### src/rtl/led_drv_pkg.sv
package led_drv_pkg;
  // Qualified one-cycle events after synchronisation and chip selection.
  typedef struct packed {
    logic shift;
    logic latch;
    logic tick;
  } led_evt_t;
endpackage

### src/rtl/led_edge_sync.sv
module led_edge_sync #(
  parameter int STAGES = 2
) (
  input  logic clk,
  input  logic rst_n,
  input  logic async_in,
  output logic rise_o
);
  logic [STAGES-1:0] sync_q, sync_d;
  logic              last_q, last_d;

  always_comb begin
    sync_d = {sync_q[STAGES-2:0], async_in};
    last_d = sync_q[STAGES-1];
  end

  always_ff @(posedge clk or negedge rst_n) begin
    if (!rst_n) begin
      sync_q <= '0;
      last_q <= 1'b0;
    end else begin
      sync_q <= sync_d;
      last_q <= last_d;
    end
  end

  assign rise_o = sync_q[STAGES-1] & ~last_q;

  // a held level yields one pulse only
  p_single_pulse_r9: assert property (@(posedge clk) disable iff (!rst_n)
    rise_o |=> !rise_o);
endmodule

### src/rtl/led_shift_chain.sv
module led_shift_chain #(
  parameter int CH = 48,
  parameter int DW = 9
) (
  input  logic                   clk,
  input  logic                   rst_n,
  input  logic                   shift_en,
  input  logic [DW-1:0]          din,
  output logic [CH-1:0][DW-1:0]  words_o,
  output logic [DW-1:0]          dout
);
  logic [CH-1:0][DW-1:0] words_q, words_d;

  always_comb begin
    words_d = words_q;
    if (shift_en) begin
      words_d[0] = din;
      for (int i = 1; i < CH; i++) words_d[i] = words_q[i-1];
    end
  end

  always_ff @(posedge clk or negedge rst_n) begin
    if (!rst_n) words_q <= '0;
    else        words_q <= words_d;
  end

  assign words_o = words_q;
  assign dout    = words_q[CH-1];

  p_head_load_r2: assert property (@(posedge clk) disable iff (!rst_n)
    shift_en |=> words_q[0] == $past(din));
  p_tail_move_r2: assert property (@(posedge clk) disable iff (!rst_n)
    shift_en |=> dout == $past(words_q[CH-2]));
  p_chain_hold_r3: assert property (@(posedge clk) disable iff (!rst_n)
    !shift_en |=> $stable(words_q));
endmodule

### src/rtl/led_pwm_engine.sv
module led_pwm_engine #(
  parameter int CH = 48,
  parameter int DW = 9
) (
  input  logic                  clk,
  input  logic                  rst_n,
  input  logic                  tick,
  input  logic                  latch,
  input  logic [CH-1:0][DW-1:0] load_words,
  output logic [CH-1:0]         led_on
);
  localparam logic [DW-1:0] CNT_MAX = '1;

  logic [CH-1:0][DW-1:0] pend_q, pend_d;
  logic [CH-1:0][DW-1:0] act_q, act_d;
  logic [DW-1:0]         cnt_q, cnt_d;
  logic                  period_end;

  assign period_end = tick && (cnt_q == CNT_MAX);

  always_comb begin
    pend_d = pend_q;
    act_d  = act_q;
    cnt_d  = cnt_q;
    if (latch)      pend_d = load_words;
    if (tick)       cnt_d  = cnt_q + 1'b1;
    if (period_end) act_d  = pend_q;
  end

  always_ff @(posedge clk or negedge rst_n) begin
    if (!rst_n) begin
      pend_q <= '0;
      act_q  <= '0;
      cnt_q  <= '0;
    end else begin
      pend_q <= pend_d;
      act_q  <= act_d;
      cnt_q  <= cnt_d;
    end
  end

  for (genvar g = 0; g < CH; g++) begin : g_cmp
    assign led_on[g] = (cnt_q < act_q[g]);
    p_zero_off_r6: assert property (@(posedge clk) disable iff (!rst_n)
      (act_q[g] == '0) |-> !led_on[g]);
  end

  p_wrap_r5: assert property (@(posedge clk) disable iff (!rst_n)
    period_end |=> cnt_q == '0);
  p_step_r5: assert property (@(posedge clk) disable iff (!rst_n)
    (tick && cnt_q != CNT_MAX) |=> cnt_q == $past(cnt_q) + 1'b1);
  p_cnt_hold_r5: assert property (@(posedge clk) disable iff (!rst_n)
    !tick |=> $stable(cnt_q));
  p_act_load_r7: assert property (@(posedge clk) disable iff (!rst_n)
    period_end |=> act_q == $past(pend_q));
  p_act_hold_r7: assert property (@(posedge clk) disable iff (!rst_n)
    !period_end |=> $stable(act_q));
  p_pend_hold_r4: assert property (@(posedge clk) disable iff (!rst_n)
    !latch |=> $stable(pend_q));
endmodule

### src/rtl/led_pwm_driver.sv
module led_pwm_driver
  import led_drv_pkg::*;
#(
  parameter int CH = 48,
  parameter int DW = 9
) (
  input  logic          clk,
  input  logic          arst_n,
  input  logic [DW-1:0] din,
  input  logic          sclk_in,
  input  logic          strobe_in,
  input  logic          sel_n,
  input  logic          sel,
  input  logic          oe_n,
  input  logic          pwm_ref,
  output logic [DW-1:0] dout,
  output logic [CH-1:0] led_on,
  output logic [CH-1:0] drive_en
);
  logic rst_meta_q, rst_n;
  always_ff @(posedge clk or negedge arst_n) begin
    if (!arst_n) begin
      rst_meta_q <= 1'b0;
      rst_n      <= 1'b0;
    end else begin
      rst_meta_q <= 1'b1;
      rst_n      <= rst_meta_q;
    end
  end

  logic sclk_rise, strobe_rise, ref_rise, sel_ok;
  led_evt_t evt;
  logic [CH-1:0][DW-1:0] chain_words;

  led_edge_sync #(.STAGES(2)) u_sclk (.clk(clk), .rst_n(rst_n), .async_in(sclk_in),   .rise_o(sclk_rise));
  led_edge_sync #(.STAGES(2)) u_stb  (.clk(clk), .rst_n(rst_n), .async_in(strobe_in), .rise_o(strobe_rise));
  led_edge_sync #(.STAGES(2)) u_ref  (.clk(clk), .rst_n(rst_n), .async_in(pwm_ref),   .rise_o(ref_rise));

  assign sel_ok    = ~sel_n & sel;
  assign evt.shift = sclk_rise & sel_ok;
  assign evt.latch = strobe_rise & sel_ok;
  assign evt.tick  = ref_rise;

  led_shift_chain #(.CH(CH), .DW(DW)) u_chain (
    .clk(clk), .rst_n(rst_n), .shift_en(evt.shift), .din(din),
    .words_o(chain_words), .dout(dout));

  led_pwm_engine #(.CH(CH), .DW(DW)) u_pwm (
    .clk(clk), .rst_n(rst_n), .tick(evt.tick), .latch(evt.latch),
    .load_words(chain_words), .led_on(led_on));

  assign drive_en = {CH{~oe_n}};

  p_sel_gate_r3: assert property (@(posedge clk) disable iff (!rst_n)
    (sclk_rise && !sel_ok) |=> $stable(dout));
  p_reset_zero_r1: assert property (@(posedge clk)
    !rst_n |-> (dout == '0 && led_on == '0));
endmodule

### config.mk
export PLATFORM = sky130hd
export DESIGN_NAME = led_pwm_driver
export DESIGN_NICKNAME = d
export VERILOG_FILES = /design/src/rtl/led_drv_pkg.sv /design/src/rtl/led_edge_sync.sv /design/src/rtl/led_shift_chain.sv /design/src/rtl/led_pwm_engine.sv /design/src/rtl/led_pwm_driver.sv
export SDC_FILE = /design/constraint.sdc
export NUM_CORES = 2
export LEC_CHECK = 0
export ABC_AREA = 1
export BUFFER_PORTS_ARGS = -buffer_cell sky130_fd_sc_hd__clkbuf_2
export CAP_MARGIN = 20
export CORE_MARGIN = 2
export CORE_UTILIZATION = 63
export DETAILED_ROUTE_END_ITERATION = 10
export PLACE_DENSITY = 0.8
export RECOVER_POWER = 50
export SYNTH_ARGS = -nofsm -noshare
export SYNTH_HDL_FRONTEND = slang
export SYNTH_SLANG_ARGS = --single-unit
### constraint.sdc
create_clock -name clk -period 45.2 [get_ports clk]
set_clock_uncertainty 0.1 [all_clocks]
set_input_delay 9.04 -clock clk [delete_from_list [all_inputs] [get_ports clk]]
set_output_delay 9.04 -clock clk [all_outputs]
set_load 0.005 [all_outputs]
=== Word level (Yosys, flattened, before mapping) ===
Index checks and enable logic that the tools add are counted.

* Add/subtract/negate cells: 1
* Order comparisons: 48
* Equal/unequal tests: 1
* Bitwise gates (word level): 11
* Reduce and logical (&&, ||, !) cells: 1

{| class="wikitable"
|+ Operators by type and width
! cell !! number
|-
| $lt A9 B9 Y1 || 48
|-
| $add A9 B1 Y9 const B || 1
|-
| $eq A9 B9 Y1 const B || 1
|-
| $and A1 B1 Y1 || 6
|-
| $not A1 Y1 || 5
|-
| $logic_and A1 B1 Y1 || 1
|}

* Bits in registers: 1316
* Input bits: 17
* Output and inout bits: 105
* Word-level logic and storage cells: 215

=== Longest topological paths before layout ===
* Depth after elaboration: 3
* Mapped depth: 12
* Depth with buffers taken out: 9

=== Hierarchy ===
A second synthesis with hierarchy kept.

* Cells, all modules: 7189
* Area total of the unflattened synthesis: 60631.9 sq um

{| class="wikitable"
|+ Modules (own cells, without submodules)
! module !! instances !! cells each !! area an instance (sq um) !! seq. area each (sq um)
|-
| led_pwm_engine || 1 || 5284 || 43459.2 || 21846.0
|-
| led_shift_chain || 1 || 1833 || 16484.6 || 10810.4
|-
| led_pwm_driver || 1 || 57 || 432.9 || 50.0
|-
| led_edge_sync || 3 || 5 || 85.1 || 75.1
|}

=== Worst setup path before layout ===
Ideal clock, no wire load.

* Path type: input -> output
* Start: in oe_n
* End: out drive_en[10]
* Data arrival time: 9990 ps
* Path slack: 26070 ps
* Cell stages on the path: 2
* Path buffers: 1
* Cell sequence: inv_1 buf_4

* Word-level cells in the longest chain between the ends: 1

{| class="wikitable"
|+ Ends and longest elaborated chain
! what !! RTL line !! source
|-
| start, declared || led_pwm_driver.sv:14 || <nowiki>input logic oe_n,</nowiki>
|-
| $not A1 Y1 || led_pwm_driver.sv:52 || <nowiki>assign drive_en = {CH{~oe_n}};</nowiki>
|-
| end, declared || led_pwm_driver.sv:18 || <nowiki>output logic [CH-1:0] drive_en</nowiki>
|}

No other way between the ends.

=== Final worst setup path ===
* Start: in oe_n
* End: out drive_en[17]

Same word-level chain as after synthesis.

==> impl_results.md <==
* Run status: complete, but fails checks
* Failing checks: max-capacitance violations, max-slew violations
* Final count of negative-setup-slack endpoints at 0
* Worst Path Required at about 36 ns
* Most used flip-flop cell after synthesis: dfrtp_1
* Register area share after synthesis at 55.8%
* Total nets after synthesis at just over 7,000
* Capture endpoint of the worst hold path: rst_n$_DFF_PN0_
* Crit path cell chain: clkbuf_2, inv_1, buf_16, clkbuf_2
* Maximum level of the CTS H-tree at 4
* Number of buffer cells added on primary ports at approximately 120
* Routed wirelength normalized by instance count at roughly 16 um
* Critical path peak fanout at 43
* Number of antenna violations at the first check in global routing at 0
* Cell accounting for the most synthesized area: dfrtp_1
* Crit share post-route at 41.6%
* Post-detailed-route via-to-cell ratio at ~5.4
* Least-Margin Pin Slew at ~4.3 ns
* Distinct cells, synth at 24
* Endpoints failing hold at 0
* Number of cells on the worst reg-to-reg path at 4
* HP Class: reg2reg
* Worst-case register-to-register setup slack at 33.30 ns
* Relative area change from synthesis to final layout at 9.25%
* Area taken by flip-flops and latches at 33,000 um^2
* Type of the worst setup path: in2out
* Maximum number of pins on one net before global-route repair at 286
* Diode insertion count for antenna repair at 0
* GR Util met1 at a little under two fifths
* Starting density of the core at 63.5%
* RSZ-0062 raised after global routing: false
* Overall die area at 96,200 um^2
* Critical register-to-register path endpoint: u_pwm.act_q[303]$_DFFE_PN0P_
* Number of pins with negative max-slew slack in the final report at roughly 1,600
* Total track usage at around 27%
* Top library cells by usage in the layout, fill and taps aside: nand2_1, dfrtp_1, o21ai_0
* Power per cell area at 40.6 nW/um^2
* Number of buffers added to fix hold violations after cts at 0
* Gate Count Post-Synth at 6,665
* Number of global-route vias before repair at around 42,000
* Residual DRC at 0
* Final-layout worst hold slack at ~0.25 ns
* Kind of start point of the critical path: input pin
* EDFF count, synth at 0
* Post-cts sizing count at 0
* Worst hold path stage count at 0
* Leading cell type in the layout, fill and taps excluded: nand2_1
* Clock tree from TritonCTS: done
* M2 GR Usage at about 44%
* Area of the multi-input gates at around 20,000 um^2
* Placeable Area at 93,000 um^2
* First-pass GRT wire length at ~210,000 um
* Die Y-Extent at just over 300 um
* Number of synthesized register bits at 1,316
* Root buffer selected by CTS: clkbuf_16
* I/O pin count at 122
* Post-route ant nets at 0
* Detailed Route WL at 125,000 um
* Worst ir drop on vdd at 0.0406 mV
* Peak-usage layer in the global routing report: met2
* Largest stage delay, worst path at 0.21 ns
* TritonCTS Buffers at approximately 140
* Crit Reg-Reg Startpoint: rst_n$_DFF_PN0_
* Worst Path Buf+Inv at 4
* Fillers at 6,858
* Launch instance of the worst min-delay path: rst_meta_q$_DFF_PN0_
* Remaining Overflow, GRT at 0
* Placer's final routability congestion estimate at approximately 0.77
* Total Neg Setup Slack at 0 ns
* Number of max-capacitance violations reported at 24
* Cell count along the critical path at 4
* Min cycle time layout at ~19 ns
* Synthesized area at 59,100 um^2
* CP top delay family: buffers and inverters
* Total number of vias at approximately 43,000
* Crit end category: output pin
* Leakage power total at roughly 0.032 uW
* Number of warnings reported in the yosys synthesis log at 0
* Length of the first detailed-routing pass in iterations at 6
* DPL Wire Length at 71,000 um
* Top cells by area, synth: dfrtp_1, nand2_1, o21ai_0
* DR iter-0 viols at 3,565
* Total Nets Final at 7,025
* Highest-delay cell along the critical path: buf_16
* Synthesized area per cell at 8.86 um^2
* Maximum buffer depth of the clock tree at 3
* Horizontal extent of the die at approximately 310 um
* Met3 usage in global routing at approximately 3.9%
* Max Freq at 53.2 MHz
* Row cnt at 112
* Clock sink count at approximately 1,300
* Ys async rst share at 100%
* Share of cells above drive strength 1 at 5.48%
* Share of the synthesized area in the top cell type at 55.8%
* CTS clk-pin slew, worst paths at 0.06 ns
* Source-to-sink clock delay at the later pin of the worst-skew pair at about 0.75 ns
* Max-slew headroom at the worst pin at -190%
* Most common cell type on the critical path: clkbuf_2
* Count of buffers added by post-CTS timing repair for setup at 0
* Endpoint arrival time on the critical path at slightly below 10 ns
## where the power goes
part	switching, uW	internal [uW]	total (uW)	leakage [uW]
registers	64.2	1210	1270	0.0160
logic	113	51.8	165	0.0138
clock network	463	723	1190	0.00236
## Yosys cell counts (all sizes together) (4+ instances only)
master / n
nand2: 1929
dfrtp: 1316
o21ai: 1289
inv: 970
ha: 386
nor2: 209
buf: 208
a21oi: 147
clkbuf: 145
a21o: 48
nand3: 7
nand3b: 4
## routing by layer
metal | up-vias | share of wire (%)
met4 | 0 | 3.2
li1 | 20762 | -
met2 | 1021 | 48
met3 | 286 | 5.0
met1 | 20811 | 43
met5 | - | 0
## area by class of cell
cell class,count,share of cell area [%]
multi-input cells,4026,31.8
flip-flops and latches,1316,51.1
inverters,970,5.64
clock inverters,36,0.921
repair buffers,172,1.58
well taps,1254,2.43
clock buffers,212,6.54
## per-stage QoR
| step | cells | area (um^2) | setup slack [ns] | utilization [%] | total power, uW |
|---|---|---|---|---|---|
| 6_report | 7986 | 64500 | 26.40 | 69.3 | 2620 |
| 5_1_grt | 7986 | 64500 | 26.32 | 69.3 | 2720 |
| 4_1_cts | 7977 | 64500 | 25.90 | 69.3 | 2640 |
| 3_5_place_dp | 7729 | 59700 | 25.90 | 64.1 | 1450 |
| 3_3_place_gp | 7728 | 59700 | 25.96 | 64.1 | 1440 |
| 2_1_floorplan | 6665 | 59100 | 5.70 | - | 1380 |
## logic make-up after synthesis
| group | Yosys count | share of synthesized area, % |
|---|---|---|
| AOI/OAI and AO/OA | 1484 | 12.8 |
| xor gates and xnor gates | 4 | 0.0593 |
| adders and majority gates | 386 | 8.18 |
| buffers and inverters | 1323 | 9.47 |
| DFF | 1316 | 55.8 |
| other | 1 | 0.00635 |
| and+or+nand+nor | 2151 | 13.7 |
## registers in the layout, summed over array words and instances, names as in the netlist
name	cells
rst_n	1
u_pwm.cnt_q	9
rst_meta_q	1
u_sclk.last_q	1
u_stb.sync_q	2
u_ref.sync_q	2
u_pwm.act_q	432
u_pwm.pend_q	432
u_stb.last_q	1
u_sclk.sync_q	2
u_chain.words_o	423
u_ref.last_q	1
u_chain.dout	9
## worst max-delay path by stage
stage	startpoint	endpoint	slack (ns)
5_1_grt	oe_n	drive_en[23]	26.32
6_report	oe_n	drive_en[17]	26.40
2_1_floorplan	rst_n$_DFF_PN0_	u_chain.dout[0]$_DFFE_PN0P_	5.70
3_5_place_dp	oe_n	drive_en[17]	25.90
3_3_place_gp	oe_n	drive_en[24]	25.96
4_1_cts	oe_n	drive_en[17]	25.90
Power figures use the tool's default switching activity.
